## config.mk

```make
export PLATFORM = sky130hd
export DESIGN_NAME = tmr_evt_status
export DESIGN_NICKNAME = d
export VERILOG_FILES = /design/src/rtl/tesr_pkg.sv /design/src/rtl/tesr_ctrl.sv /design/src/rtl/tesr_dp.sv /design/src/rtl/tmr_evt_status.sv
export SDC_FILE = /design/constraint.sdc
export NUM_CORES = 1
export LEC_CHECK = 0
export ABC_AREA = 1
export CAP_MARGIN = 20
export CORE_UTILIZATION = 30
export CTS_BUF_LIST = sky130_fd_sc_hd__clkbuf_4 sky130_fd_sc_hd__clkbuf_8
export CTS_CLUSTER_SIZE = 10
export DETAILED_ROUTE_END_ITERATION = 8
export PLACE_DENSITY = 0.9
export SKIP_LAST_GASP = 1
export SYNTH_ARGS = -nofsm -noshare
export SYNTH_HDL_FRONTEND = slang
export SYNTH_SLANG_ARGS = --single-unit
```

## constraint.sdc

```tcl
create_clock -name clk -period 1.7 [get_ports clk]
set_clock_uncertainty 0.1 [all_clocks]
set_input_delay 0.425 -clock clk [delete_from_list [all_inputs] [get_ports clk]]
set_output_delay 0.425 -clock clk [all_outputs]
set_load 0.02 [all_outputs]
```

## src/rtl/tesr_pkg.sv

```systemverilog
package tesr_pkg;
  localparam int NUM_EVT  = 5;
  localparam int NUM_CMP  = 2;
  localparam int BUS_W    = 32;
  localparam int IDX_OVF  = 0;
  localparam int IDX_CMP0 = 1;
  localparam int IDX_CAP0 = IDX_CMP0 + NUM_CMP;

  typedef struct packed {
    logic [NUM_EVT-1:0] setBits;
    logic [NUM_EVT-1:0] clrBits;
    logic [NUM_CMP-1:0] chgSet;
    logic [NUM_CMP-1:0] chgClr;
  } statStrb_t;
endpackage

```

## src/rtl/tesr_ctrl.sv

```systemverilog
module tesr_ctrl
  import tesr_pkg::*;
(
  input  logic [NUM_EVT-1:0] eventPulse,
  input  logic               wrEn,
  input  logic [NUM_EVT-1:0] wrLow,
  input  logic               timerRun,
  input  logic               cntWrStb,
  input  logic [NUM_CMP-1:0] cmpWrStb,
  input  logic [NUM_CMP-1:0] cmpMatch,
  input  logic [NUM_CMP-1:0] chgSeen,
  output statStrb_t          strb
);
  logic [NUM_EVT-1:0] clrReq;
  logic [NUM_CMP-1:0] lockCmp;

  // plain bits: clear on write-one
  for (genvar i = 0; i < NUM_EVT; i++) begin : g_req
    if (i >= IDX_CMP0 && i < IDX_CAP0) begin : g_cmpbit
      // compare bits obey the stopped-match lock
      assign lockCmp[i-IDX_CMP0] = !timerRun && cmpMatch[i-IDX_CMP0]
                                   && !chgSeen[i-IDX_CMP0];
      assign clrReq[i] = wrEn && wrLow[i] && !lockCmp[i-IDX_CMP0];
    end else begin : g_plain
      assign clrReq[i] = wrEn && wrLow[i];
    end
  end

  for (genvar k = 0; k < NUM_CMP; k++) begin : g_chg
    assign strb.chgClr[k] = eventPulse[IDX_CMP0+k];
    assign strb.chgSet[k] = cntWrStb || cmpWrStb[k];
  end

  // an event in the same cycle as its clear wins
  assign strb.setBits = eventPulse;
  assign strb.clrBits = clrReq & ~eventPulse;
endmodule

```

## src/rtl/tesr_dp.sv

```systemverilog
module tesr_dp
  import tesr_pkg::*;
#(
  parameter int CNT_W = 16
) (
  input  logic               clk,
  input  logic               rstN,
  input  statStrb_t          strb,
  input  logic [NUM_EVT-1:0] intEn,
  input  logic [CNT_W-1:0]   cntVal,
  input  logic [CNT_W-1:0]   cmpVal [NUM_CMP],
  output logic [NUM_CMP-1:0] cmpMatch,
  output logic [NUM_CMP-1:0] chgSeen,
  output logic [BUS_W-1:0]   rdData,
  output logic               irqOut
);
  logic [NUM_EVT-1:0] statusQ;
  logic [NUM_CMP-1:0] chgSeenQ;

  for (genvar k = 0; k < NUM_CMP; k++) begin : g_cmp
    assign cmpMatch[k] = (cmpVal[k] == cntVal);

    always_ff @(posedge clk) begin
      if (!rstN)                chgSeenQ[k] <= 1'b0;
      else if (strb.chgClr[k])  chgSeenQ[k] <= 1'b0;
      else if (strb.chgSet[k])  chgSeenQ[k] <= 1'b1;
    end
  end

  always_ff @(posedge clk) begin
    if (!rstN) statusQ <= '0;
    else       statusQ <= (statusQ & ~strb.clrBits) | strb.setBits;
  end

  assign chgSeen = chgSeenQ;
  assign rdData  = {{(BUS_W-NUM_EVT){1'b0}}, statusQ};
  assign irqOut  = |(statusQ & intEn);
endmodule

```

## src/rtl/tmr_evt_status.sv

```systemverilog
module tmr_evt_status
  import tesr_pkg::*;
#(
  parameter int CNT_W = 16
) (
  input  logic               clk,
  input  logic               rstN,
  input  logic [NUM_EVT-1:0] eventPulse,
  input  logic [NUM_EVT-1:0] intEn,
  input  logic               timerRun,
  input  logic [CNT_W-1:0]   cntVal,
  input  logic [CNT_W-1:0]   cmp0Val,
  input  logic [CNT_W-1:0]   cmp1Val,
  input  logic               cntWrStb,
  input  logic               cmp0WrStb,
  input  logic               cmp1WrStb,
  input  logic               wrEn,
  input  logic [BUS_W-1:0]   wrData,
  output logic [BUS_W-1:0]   rdData,
  output logic               irqOut
);
  statStrb_t          strb;
  logic [NUM_CMP-1:0] cmpMatch;
  logic [NUM_CMP-1:0] chgSeen;
  logic [CNT_W-1:0]   cmpVal [NUM_CMP];
  logic               unusedRsvd;

  assign cmpVal[0]  = cmp0Val;
  assign cmpVal[1]  = cmp1Val;
  assign unusedRsvd = ^wrData[BUS_W-1:NUM_EVT];

  tesr_ctrl u_ctrl (
    .eventPulse (eventPulse),
    .wrEn       (wrEn),
    .wrLow      (wrData[NUM_EVT-1:0]),
    .timerRun   (timerRun),
    .cntWrStb   (cntWrStb),
    .cmpWrStb   ({cmp1WrStb, cmp0WrStb}),
    .cmpMatch   (cmpMatch),
    .chgSeen    (chgSeen),
    .strb       (strb)
  );

  tesr_dp #(.CNT_W(CNT_W)) u_dp (
    .clk      (clk),
    .rstN     (rstN),
    .strb     (strb),
    .intEn    (intEn),
    .cntVal   (cntVal),
    .cmpVal   (cmpVal),
    .cmpMatch (cmpMatch),
    .chgSeen  (chgSeen),
    .rdData   (rdData),
    .irqOut   (irqOut)
  );
endmodule

```

# Word level (Yosys, flattened, before mapping)
# Index checks and enable logic that the tools add are counted.
word_totals:
  register_bits: 7
  inputBits: 97
  output_inout_bits: 33
  elab_cells: 33
classes:
  n_eq_ne: 2
  n_bitwise: 7
  reduce_logical: 21
ops:
  columns: ["cell", "n"]
  rows:
  - ["equality test 16 bit", 2]
  - ["AND 5 bit", 3]
  - ["logical AND 1 bit", 11]
  - ["inverter 5 bit", 2]
  - ["zero test 1 bit", 5]
  - ["OR 5 bit", 1]
  - ["OR reduction 5 bit", 1]
  - ["OR reduction 2 bit", 2]
  - ["logical OR 1 bit", 2]
  - ["inverter 1 bit", 1]

# Depth between registers and ports, before layout
logic_depth:
  word_depth: 9
  ltp_mapped: 10
  mapped_depth_nobuf: 10

# Hierarchy
# From an unflattened synthesis, not the netlist that was laid out.
hier_totals:
  hier_cells: 186
  hier_area_um2: 1071.0
modules_own_cells:
  columns: ["mod", "n_inst", "cells_per_inst", "area_each_um2", "seq_area_each_um2"]
  rows:
  - ["tesr_dp", 1, 158, 932.1, 140.1]
  - ["tesr_ctrl", 1, 28, 138.9, 0.0]

# Worst setup path after synthesis
# Ideal clock, no wire load.
synth_path:
  kind: "input port to output port"
  start: "input intEn[1]"
  end: "output irqOut"
  arrival_time_ps: 888
  required_time_ps: 1175
  slack_ps: 287
  path_stages: 4
  n_path_buf: 0
  cell_sequence: "nand2_1 nand2_1 a221oi_1 nand2_1"
synth_between:
  elab_chain_cells: 2
synth_lines:
  columns: ["element", "line", "rtl"]
  rows:
  - ["start, declared", "tmr_evt_status.sv:9", "input logic [NUM_EVT-1:0] intEn,"]
  - ["AND 5 bit", "tesr_dp.sv:37", "assign irqOut = |(statusQ & intEn);"]
  - ["OR reduction 5 bit", "tesr_dp.sv:37", null]
  - ["end, declared", "tmr_evt_status.sv:20", "output logic irqOut"]
# No other way between the ends.

# Final worst setup path
layout_path:
  start: "input intEn[4]"
  end: "output irqOut"
# The elaborated chain is that of the path after synthesis.

==> flow_results.org <==
** Global route
- The via count of the first global-routing pass is 1157.
- The first global-routing pass estimated 4388 um of wire.
- Antenna violations before repair :: 0
- In the global route stage, overall resource usage came out at 0.1377.
- Largest net degree at the start of global routing :: 8
- Overall overflow remaining after global route :: 0

** Place
- Post-Place Cells :: 341
- GP Congestion :: 0.8283
- Post-place setup slack :: -0.5990 ns
- # port buffers :: 75
- HPWL reported at the end of detailed placement :: 2443 um

** Synth
- Of the post-synthesis cell area, the dominant cell type holds 0.3103.
- In the synthesized netlist, the number of instances is 216.
- Post-Synthesis Cell Area :: 1089 um^2
- Cell types with the highest counts after synthesis :: sky130_fd_sc_hd__nand2_1, sky130_fd_sc_hd__inv_1, sky130_fd_sc_hd__buf_4, sky130_fd_sc_hd__nor2_1
- For this run, asynchronously set or reset flops after synthesis account for 0.
- Count of unique library cells instantiated by Yosys :: 14
- Top cell type by total area after synthesis :: sky130_fd_sc_hd__nand2_1
- Leading post-synthesis cells by cell area :: sky130_fd_sc_hd__nand2_1, sky130_fd_sc_hd__buf_4, sky130_fd_sc_hd__inv_1
- Syn_area_per_cell :: 5.040 um^2
- Counting flops and latches in the post-synthesis netlist gives 7.
- The most used flip-flop cell after synthesis is sky130_fd_sc_hd__dfxtp_1.
- Most numerous cell in the Yosys netlist :: sky130_fd_sc_hd__nand2_1
- In this run, synthesis inferred 0 flip-flops with an integrated enable.
- Sequential cell area fraction in the yosys report :: 0.1287
- For this run, the number of Yosys warnings is 0.

** Timing
- Final setup violation count :: 0
- The smallest clock period supported by the final layout is computed as 1.639 ns.
- Of the available clock period, the critical path in the final layout requires 0.9640.
- Highest clock frequency the design can meet :: 610.2 MHz
- After layout, the worst setup slack is 0.06122 ns.
- The final number of max-transition violations was 0.
- Endpoints failing hold :: 0
- Setup TNS Final :: 0 ns
- Unrepaired setup endpoints after global routing :: false

** Power and ir drop
- The analysis attributes to cell leakage a power of 1.120 nW.
- Peak ir drop on the vdd network :: 0.0004696 V
- Power spread over the standard cell area amounts to 397.9 nW/um^2.
- Total Power Consumption :: 0.7492 mW

** Cells and area
- Compared with the post-synthesis result, the final layout area differs by 72.99%.
- Area of the multi-input gates :: 685.7 um^2
- The number of antenna diodes in the final layout is 0.
- Filler Cell Count :: 352
- Register Area :: 140.1 um^2
- In the final layout, the share of cells above drive strength 1 is 0.04682.
- At the end of the flow, the number of nets in the layout was 397.
- Leaving out filler cells and counting taps, the final layout contains 345.

** Drt
- Post-detailed-routing wire length :: 2778 um
- DR WL/cell :: 8.052 um
- Total via count in the routed design :: 1318
- Detail Route Antenna Nets :: 0
- Via/cell ratio :: 3.820
- After the first detailed-routing iteration, the DRC count stood at 18.
- Residual DRC count :: 0
- The first TritonRoute pass finished after 4 iterations.

** Floorplan
- The floorplan step defined a die boundary enclosing 3873 um^2.
- Width of the die :: 62.24 um
- The initialized floorplan defines 21 standard-cell rows.
- From bottom edge to top edge, the die measures 62.24 um.
- In this run the standard cell core region covers 3416 um^2.
- Effective utilization at floorplan :: 0.3187
- Ports placed on the boundary :: 130

** CTS
- Worst-path clk slew :: 0.05 ns
- CTS Buf Count :: 3
- Maximum level of the CTS H-tree :: 1
- Max clock buf depth :: 2
- After clock tree synthesis, the flow added hold-fix buffers numbering 0.
- CTS placed an instance of sky130_fd_sc_hd__clkbuf_4 at the clock tree root.
- TritonCTS clock tree :: built
- The clock drives 7 sinks.
- Post-CTS timing repair inserted 0 buffers for setup.
- For the worst-skew pair, the clock arrives at the later sink with an insertion delay of 0.24 ns.

** Worst hold path
- Classification of the worst-slack hold path :: reg -> reg

** Critical path
- Required time of the worst setup path :: 1.17 ns
- STA puts the critical path data arrival time at 1.11 ns.
- Nature of the critical path endpoint :: primary output
- Peak fanout along the critical path :: 1
- Startpoint types :: input port
- The critical path is of the in -> out type.

** Run
- Number of max-cap violations :: 0

** Run status
- The run finished with clean final reports.
[flip-flops by register name, indices dropped and copies added (netlist names)]
register and count:
u_dp.chgSeen 2, u_dp.statusQ 5
[critical path, stage by stage]
cell	delay, ns
sky130_fd_sc_hd__clkdlybuf4s50_1	0.46
sky130_fd_sc_hd__nand2_1	0.05
sky130_fd_sc_hd__nand2_1	0.07
sky130_fd_sc_hd__buf_6	0.11
[timing repair]
item | CTS | global route
resized for setup | 14 | 11
pin swaps | 5 | 3
endpoints found under the setup margin | 6 | 3
[final cells by class]
cell class | instances | share of cell area
Timing Repair Buffer | 80 | 0.4252
Clock buffer | 4 | 0.01595
Multi-Input combinational cell | 163 | 0.3641
Tap cell | 46 | 0.03056
Sequential cell | 7 | 0.07442
Inverter | 45 | 0.08970
[final timing paths]
path,depth (start not counted),slack (ns),startpoint,endpoint
hold reg to reg,2,0.40,u_dp.statusQ[4],u_dp.statusQ[4]
setup reg to reg,9,0.55,u_dp.chgSeen[0],u_dp.statusQ[1]
hold / removal,2,0.40,u_dp.statusQ[4],u_dp.statusQ[4]
setup / recovery,4,0.06,intEn[4],irqOut
[through the flow]
| step | hold WS [ns] | util | cell area [um^2] |
|---|---|---|---|
| after floorplan | 0.3951 | - | 1186 |
| after detailed placement | 0.4012 | 0.5355 | 1829 |
| after CTS | 0.4087 | 0.5440 | 1858 |
| final | 0.4049 | 0.5513 | 1883 |
| after global placement | 0.3961 | 0.5355 | 1829 |
| after global routing | 0.4491 | 0.5513 | 1883 |
[routing by layer]
layer,share of wire,vias to the layer above,track usage
met2,0.55,50,0.2720
met5,0,-,0
li1,-,741,-
met4,0.0079,0,0.03779
met1,0.38,525,0.1394
met3,0.061,2,0.03676
[cells by family after synthesis]
group,after synthesis,share of synthesized area
AO/OA/AOI/OAI,7,0.03563
XOR/XNOR,7,0.05632
buffers and inverters,72,0.3414
flip-flops,7,0.1287
other,1,0.003445
AND/OR/NAND/NOR,122,0.4345
[cell usage in the layout (no fill, tap or decap)]
master,Yosys,layout
sky130_fd_sc_hd__dfxtp_1,7,7
sky130_fd_sc_hd__inv_1,45,45
sky130_fd_sc_hd__clkdlybuf4s15_1,0,2
sky130_fd_sc_hd__nand3_1,4,4
sky130_fd_sc_hd__clkbuf_4,0,4
sky130_fd_sc_hd__nand2_1,90,90
sky130_fd_sc_hd__conb_1,1,27
sky130_fd_sc_hd__nor2_2,0,2
sky130_fd_sc_hd__buf_4,27,5
sky130_fd_sc_hd__dlygate4sd2_1,0,5
sky130_fd_sc_hd__o21ai_0,1,1
sky130_fd_sc_hd__xnor2_1,7,7
sky130_fd_sc_hd__buf_6,0,1
sky130_fd_sc_hd__or2_2,1,1
sky130_fd_sc_hd__dlymetal6s2s_1,0,7
sky130_fd_sc_hd__a21oi_1,5,5
sky130_fd_sc_hd__a221oi_2,0,1
sky130_fd_sc_hd__nor3_1,4,4
sky130_fd_sc_hd__nand4_1,1,1
sky130_fd_sc_hd__clkdlybuf4s50_1,0,60
sky130_fd_sc_hd__nor2_1,22,20
[report_power, final]
part	internal (mW)	switching [mW]
clock network	0.105	0.0553
logic	0.218	0.188
registers	0.176	0.00690
total	0.499	0.251
No activity file was read; power rests on OpenSTA's default activity.
